===== config.mk =====
export PLATFORM = sky130hd
export DESIGN_NAME = page_walker
export DESIGN_NICKNAME = d
export VERILOG_FILES = /design/src/rtl/walker_pkg.sv /design/src/rtl/walk_ctrl.sv /design/src/rtl/walk_datapath.sv /design/src/rtl/page_walker.sv
export SDC_FILE = /design/constraint.sdc
export NUM_CORES = 1
export LEC_CHECK = 0
export ABC_AREA = 1
export BUFFER_PORTS_ARGS = -buffer_cell sky130_fd_sc_hd__buf_2
export CAP_MARGIN = 20
export CORE_MARGIN = 10
export CORE_UTILIZATION = 34
export CTS_CLUSTER_SIZE = 24
export DETAILED_ROUTE_END_ITERATION = 16
export SYNTH_ARGS = -nofsm -noshare
export SYNTH_HDL_FRONTEND = slang
export SYNTH_HIERARCHICAL = 1
export SYNTH_SLANG_ARGS = --single-unit

===== constraint.sdc =====
create_clock -name clk -period 1.9 [get_ports clk]
set_clock_uncertainty 0.15 [all_clocks]
set_input_delay 0.19 -clock clk [delete_from_list [all_inputs] [get_ports clk]]
set_output_delay 0.19 -clock clk [all_outputs]
set_load 0.05 [all_outputs]

===== src/rtl/walker_pkg.sv =====
package walker_pkg;

  typedef enum logic [2:0] {
    ST_IDLE,
    ST_DIR_REQ,
    ST_DIR_WAIT,
    ST_TBL_REQ,
    ST_TBL_WAIT,
    ST_DONE,
    ST_FAULT
  } walkState_t;

  // Strobes from control to datapath
  typedef struct packed {
    logic captureReq;   // latch the virtual address
    logic captureDir;   // latch next-table base from directory entry
    logic captureTbl;   // latch frame from leaf entry
    logic selTable;     // address mux: 0 directory, 1 leaf table
  } walkStrobe_t;

endpackage


===== src/rtl/walk_ctrl.sv =====
module walk_ctrl
  import walker_pkg::*;
(
  input  logic        clk,
  input  logic        rstN,
  input  logic        reqValid,
  input  logic        memReqReady,
  input  logic        memRespValid,
  input  logic        entryPresent,
  output walkStrobe_t strobe,
  output logic        reqReady,
  output logic        memReqValid,
  output logic        doneValid,
  output logic        faultValid,
  output logic        faultLevel
);

  walkState_t stateQ, stateD;
  logic       faultLevelQ, faultLevelD;

  always_comb begin
    stateD      = stateQ;
    faultLevelD = faultLevelQ;
    unique case (stateQ)
      ST_IDLE:     if (reqValid) stateD = ST_DIR_REQ;
      ST_DIR_REQ:  if (memReqReady) stateD = ST_DIR_WAIT;
      ST_DIR_WAIT: if (memRespValid) begin
                     if (entryPresent) stateD = ST_TBL_REQ;
                     else begin
                       stateD      = ST_FAULT;
                       faultLevelD = 1'b0;
                     end
                   end
      ST_TBL_REQ:  if (memReqReady) stateD = ST_TBL_WAIT;
      ST_TBL_WAIT: if (memRespValid) begin
                     if (entryPresent) stateD = ST_DONE;
                     else begin
                       stateD      = ST_FAULT;
                       faultLevelD = 1'b1;
                     end
                   end
      ST_DONE:     stateD = ST_IDLE;
      ST_FAULT:    stateD = ST_IDLE;
      default:     stateD = ST_IDLE;
    endcase
  end

  always_ff @(posedge clk) begin
    if (!rstN) begin
      stateQ      <= ST_IDLE;
      faultLevelQ <= 1'b0;
    end else begin
      stateQ      <= stateD;
      faultLevelQ <= faultLevelD;
    end
  end

  always_comb begin
    strobe.captureReq = (stateQ == ST_IDLE) && reqValid;
    strobe.captureDir = (stateQ == ST_DIR_WAIT) && memRespValid && entryPresent;
    strobe.captureTbl = (stateQ == ST_TBL_WAIT) && memRespValid && entryPresent;
    strobe.selTable   = (stateQ == ST_TBL_REQ) || (stateQ == ST_TBL_WAIT);
  end

  assign reqReady    = (stateQ == ST_IDLE);
  assign memReqValid = (stateQ == ST_DIR_REQ) || (stateQ == ST_TBL_REQ);
  assign doneValid   = (stateQ == ST_DONE);
  assign faultValid  = (stateQ == ST_FAULT);
  assign faultLevel  = faultLevelQ;

  // completion strobe lasts one cycle
  assert_done_pulse_R4: assert property (@(posedge clk) disable iff (!rstN)
    doneValid |=> !doneValid);

  // fault strobe lasts one cycle
  assert_fault_pulse_R6: assert property (@(posedge clk) disable iff (!rstN)
    faultValid |=> !faultValid);

  // accepted read is followed by a quiet request line
  assert_one_outstanding_R10: assert property (@(posedge clk) disable iff (!rstN)
    (memReqValid && memReqReady) |=> !memReqValid);

  // no new request accepted while a read is in flight
  assert_busy_not_ready_R8: assert property (@(posedge clk) disable iff (!rstN)
    memReqValid |-> !reqReady);

endmodule


===== src/rtl/walk_datapath.sv =====
module walk_datapath
  import walker_pkg::*;
#(
  parameter int DIR_IDX_W   = 10,
  parameter int TBL_IDX_W   = 10,
  parameter int OFF_W       = 12,
  parameter int PA_W        = 32,
  parameter int ENTRY_BYTES = 4,
  parameter int PRESENT_BIT = 0,
  localparam int VA_W        = DIR_IDX_W + TBL_IDX_W + OFF_W,
  localparam int FRAME_W     = PA_W - OFF_W,
  localparam int VPN_W       = VA_W - OFF_W,
  localparam int ENTRY_SHIFT = $clog2(ENTRY_BYTES)
)(
  input  logic               clk,
  input  logic               rstN,
  input  walkStrobe_t        strobe,
  input  logic [VA_W-1:0]    reqVaddr,
  input  logic [FRAME_W-1:0] rootBase,
  input  logic [PA_W-1:0]    memRespData,
  output logic [PA_W-1:0]    memReqAddr,
  output logic               entryPresent,
  output logic [PA_W-1:0]    physAddr,
  output logic [VPN_W-1:0]   fillVpn,
  output logic [FRAME_W-1:0] fillPfn
);

  logic [VA_W-1:0]      vaddrQ;
  logic [FRAME_W-1:0]   tableBaseQ;
  logic [FRAME_W-1:0]   frameQ;
  logic [DIR_IDX_W-1:0] dirIdx;
  logic [TBL_IDX_W-1:0] tblIdx;
  logic [FRAME_W-1:0]   entryFrame;
  logic [PA_W-1:0]      dirAddr, tblAddr;

  assign dirIdx     = vaddrQ[VA_W-1 -: DIR_IDX_W];
  assign tblIdx     = vaddrQ[OFF_W +: TBL_IDX_W];
  assign entryFrame = memRespData[PA_W-1:OFF_W];
  assign entryPresent = memRespData[PRESENT_BIT];

  // Entry address: frame base plus index scaled by entry size
  assign dirAddr = {rootBase, {OFF_W{1'b0}}} + (PA_W'(dirIdx) << ENTRY_SHIFT);
  assign tblAddr = {tableBaseQ, {OFF_W{1'b0}}} + (PA_W'(tblIdx) << ENTRY_SHIFT);
  assign memReqAddr = strobe.selTable ? tblAddr : dirAddr;

  always_ff @(posedge clk) begin
    if (!rstN) begin
      vaddrQ     <= '0;
      tableBaseQ <= '0;
      frameQ     <= '0;
    end else begin
      if (strobe.captureReq) vaddrQ     <= reqVaddr;
      if (strobe.captureDir) tableBaseQ <= entryFrame;
      if (strobe.captureTbl) frameQ     <= entryFrame;
    end
  end

  assign physAddr = {frameQ, vaddrQ[OFF_W-1:0]};
  assign fillVpn  = vaddrQ[VA_W-1:OFF_W];
  assign fillPfn  = frameQ;

  // the virtual address is frozen while the walk is in the leaf phase
  assert_vaddr_frozen_R8: assert property (@(posedge clk) disable iff (!rstN)
    (strobe.selTable && $past(strobe.selTable)) |-> $stable(vaddrQ));

endmodule


===== src/rtl/page_walker.sv =====
module page_walker
  import walker_pkg::*;
#(
  parameter int DIR_IDX_W   = 10,
  parameter int TBL_IDX_W   = 10,
  parameter int OFF_W       = 12,
  parameter int PA_W        = 32,
  parameter int ENTRY_BYTES = 4,
  localparam int VA_W    = DIR_IDX_W + TBL_IDX_W + OFF_W,
  localparam int FRAME_W = PA_W - OFF_W,
  localparam int VPN_W   = VA_W - OFF_W
)(
  input  logic               clk,
  input  logic               rstN,
  input  logic               reqValid,
  input  logic [VA_W-1:0]    reqVaddr,
  output logic               reqReady,
  input  logic [FRAME_W-1:0] rootBase,
  output logic               memReqValid,
  output logic [PA_W-1:0]    memReqAddr,
  input  logic               memReqReady,
  input  logic               memRespValid,
  input  logic [PA_W-1:0]    memRespData,
  output logic               doneValid,
  output logic [PA_W-1:0]    donePaddr,
  output logic               faultValid,
  output logic               faultLevel,
  output logic               tlbFillValid,
  output logic [VPN_W-1:0]   tlbFillVpn,
  output logic [FRAME_W-1:0] tlbFillPfn
);

  walkStrobe_t strobe;
  logic        entryPresent;

  walk_ctrl uCtrl (
    .clk          (clk),
    .rstN         (rstN),
    .reqValid     (reqValid),
    .memReqReady  (memReqReady),
    .memRespValid (memRespValid),
    .entryPresent (entryPresent),
    .strobe       (strobe),
    .reqReady     (reqReady),
    .memReqValid  (memReqValid),
    .doneValid    (doneValid),
    .faultValid   (faultValid),
    .faultLevel   (faultLevel)
  );

  walk_datapath #(
    .DIR_IDX_W   (DIR_IDX_W),
    .TBL_IDX_W   (TBL_IDX_W),
    .OFF_W       (OFF_W),
    .PA_W        (PA_W),
    .ENTRY_BYTES (ENTRY_BYTES),
    .PRESENT_BIT (0)
  ) uData (
    .clk          (clk),
    .rstN         (rstN),
    .strobe       (strobe),
    .reqVaddr     (reqVaddr),
    .rootBase     (rootBase),
    .memRespData  (memRespData),
    .memReqAddr   (memReqAddr),
    .entryPresent (entryPresent),
    .physAddr     (donePaddr),
    .fillVpn      (tlbFillVpn),
    .fillPfn      (tlbFillPfn)
  );

  assign tlbFillValid = doneValid;

  // a stalled request holds its address
  assert_req_hold_R9: assert property (@(posedge clk) disable iff (!rstN)
    (memReqValid && !memReqReady) |=> (memReqValid && $stable(memReqAddr)));

  // success and fault are exclusive
  assert_done_xor_fault_R7: assert property (@(posedge clk) disable iff (!rstN)
    !(doneValid && faultValid));

  // idle walker asserts no strobes
  assert_idle_quiet_R1: assert property (@(posedge clk) disable iff (!rstN)
    reqReady |-> !(memReqValid || doneValid || faultValid));

endmodule


==> metrics <==
outcome=complete, but fails checks; violated checks=negative setup slack; hpwl dp=8440 um; Sw Share=0.473; top cell type's share of synthesized area=0.393; Num CTS Buffers=9; pin count of the biggest net entering global routing=76; sequential area share after synthesis=0.393; first-pass GRT wire length=20200 um; CP Class=flop to primary output; Syn Area/Cell=6.26 sq um; Clk pwr share=0.188; pwr dens=1500 nW/um^2; Unique masters post-synth=19; total power=9.49 mW; compound-gate portion of the synthesized area=0.0453; hold path depth=5; Logic pwr share=0.584; Flop pwr share=0.228; maximum vdd drop=0.670 mV; DRT Wirelength=13200 um; critical path startpoint category=flop; Yosys top cell by area=dfxtp_1; setup violators final=25; Die Area=16000 sq um; Cells after DPL=906; Cells after Synth=618; Critical Path Fanout Max=8; core area=11000 sq um; Slew Viols, Final=0; Critical Path RT=1560 ps; Reg-to-Reg Start=uCtrl/stateQ[0]; mux cell area share after synthesis=0; clk buf depth=2; main combinational cell family by area after synthesis=simple AND/OR/NAND/NOR gates; Worst EP arrival=1620 ps; Area growth, synth to finish=63.0%; Synth Area in XOR/XNOR=0; internal power=5.00 mW; global route overflow=0; vias=4173; Worst Setup End Kind=primary output; final hold vios=0; Max Cap Viol=0; Yosys Warn Count=6; First-pass DRT Iterations=4; DRC errors left=0; unrepaired setup endpoints after global routing=true; post-synthesis register bit count=76; Initial DRC Count=179; Fmax achieved=0.510 GHz; Period Utilization, post-route=1.03; Skew-Pair Late Insertion Delay=330 ps; worst reg2reg path depth=10; FP Rows=38; clock slew at reported path FFs=60 ps; DR WL/cell=13.6 um; layout cell share with drive strength beyond 1=0.372; hold_ws=12.5 ps; adder and majority cell fraction of the synthesized area=0; commonest non-fill, non-tap cell in the layout=nand2_1; vias in the first global route=4217; HP Start=reqVaddr[13]; Hold Path Class=primary input to flop; cell area after layout=6300 sq um; initial antenna violation count=1; nets=912; Setup WS post-layout=-59.3 ps; Die H=127 um; Static Leak=3.43 nW; Psw=4.48 mW; Port Buf Inserts=185; Seq. cell area=1530 sq um; Layout Utilization=0.574; fill count=1020; CTS root buffer=clkbuf_16; post-route ant nets=0; GP Congestion=0.818; clock sinks=76; CTS tree=yes; Post-Syn Area=3870 sq um; min Tclk post-route=1960 ps; reg-to-reg slack, setup=120 ps; Critical R2R Capture=uData/tableBaseQ[0]; global-route usage over all layers=0.151; footprint of the multi-input gates=2010 sq um; placed inst area=4840 sq um; vias per cell=4.31; hold path endpoint=uData/vaddrQ[13]; Simple-Gate Fraction of Synth Area=0.359; Synth area leaders=dfxtp_1, nand2_1, nor2_1, inv_1, buf_4; Boundary Pins=199; Chip Width=127 um; commonest cells after routing, fill and taps aside=nand2_1, buf_2, nor2_1; Finished Layout Cells=969; Initial Utilization=0.352; CTS HTree Levels=3
==> worst max-delay path, cell delays in order (launching register included) <==
cell and delay, ps:
dfxtp_2 350, inv_2 60, nand2_4 80, nand2_4 50
nand2_4 90, inv_8 50, buf_12 130, buf_16 150
o21ai_4 140, buf_6 180
==> cell families (layout without fill, tap and decap cells) <==
logic type,Yosys count,in the layout
AOI/OAI and AO/OA,35,35
DFF,76,76
other,1,4
and+or+nand+nor,358,358
buffers and inverters,148,356
==> what timing repair did <==
item,in CTS,in global routing
hold buffers,29,0
pin swaps,38,7
setup endpoints to repair,30,50
setup buffers,12,2
gates cloned,4,4
gates resized for setup,113,62
hold endpoints to repair,29,0
==> through the flow <==
stage          TNS (ps)  setup WS (ps)
5_1_grt           -2730           -131
3_5_place_dp          0           57.5
6_report           -769          -59.3
3_3_place_gp          0           95.3
4_1_cts           -1150          -62.5
2_1_floorplan     -2470           -225
==> cells in the mapped netlist <==
library cell / count
nand2_1: 186
nor2_1: 153
inv_1: 91
dfxtp_1: 76
buf_4: 32
o21ai_1: 19
o21ai_0: 13
buf_6: 12
buf_2: 10
nand3_1: 4
nor2_2: 4
nor3_1: 4
a21oi_1: 3
inv_2: 3
nand2_2: 3
nand3_2: 2
conb_1: 1
nand4_1: 1
nor4_1: 1
==> power by group through the flow <==
stage / clock (mW) / combinational, mW / sequential [mW]
finish: 1.79 / 5.54 / 2.17
global route: 1.91 / 5.88 / 2.21
CTS: 1.84 / 5.35 / 2.14
detailed placement: 0 / 4.25 / 2.16
global placement: 0 / 4.20 / 2.15
floorplan: 0 / 2.49 / 2.98
==> how the worst max path moves through the flow <==
stage	startpoint	end	slack (ps)	depth (start not counted)
after detailed placement	uCtrl/stateQ[0]	memReqAddr[29]	60	8
final	uCtrl/stateQ[1]	memReqAddr[5]	-60	9
after floorplan	uCtrl/stateQ[0]	memReqAddr[29]	-220	8
after global routing	uCtrl/stateQ[1]	memReqAddr[5]	-130	9
after CTS	uCtrl/stateQ[0]	memReqAddr[13]	-60	10
after global placement	uCtrl/stateQ[0]	memReqAddr[31]	100	8
==> metal layers <==
metal / global-route usage / up-vias / share of wire
met5: 0 / - / 0
met4: 0.0730 / 0 / 0.026
met3: 0.0466 / 24 / 0.061
met2: 0.270 / 119 / 0.54
met1: 0.156 / 1850 / 0.38
li1: - / 2180 / -
==> sequential cells by signal, summed over array words and instances (netlist names) <==
signal and count:
uCtrl/faultLevel 1, uCtrl/stateQ 3, uData/fillPfn 20, uData/tableBaseQ 20
uData/vaddrQ 32
==> cell type report <==
type                    count  area share
diodes                      2    0.000794
well taps                 140      0.0278
flip-flops and latches     76       0.242
clock buffers              13      0.0381
clock inverters             2     0.00953
inverters                  94      0.0576
repair buffers            247       0.305
multi-input cells         395       0.319
(Power assumes the default switching activity.)
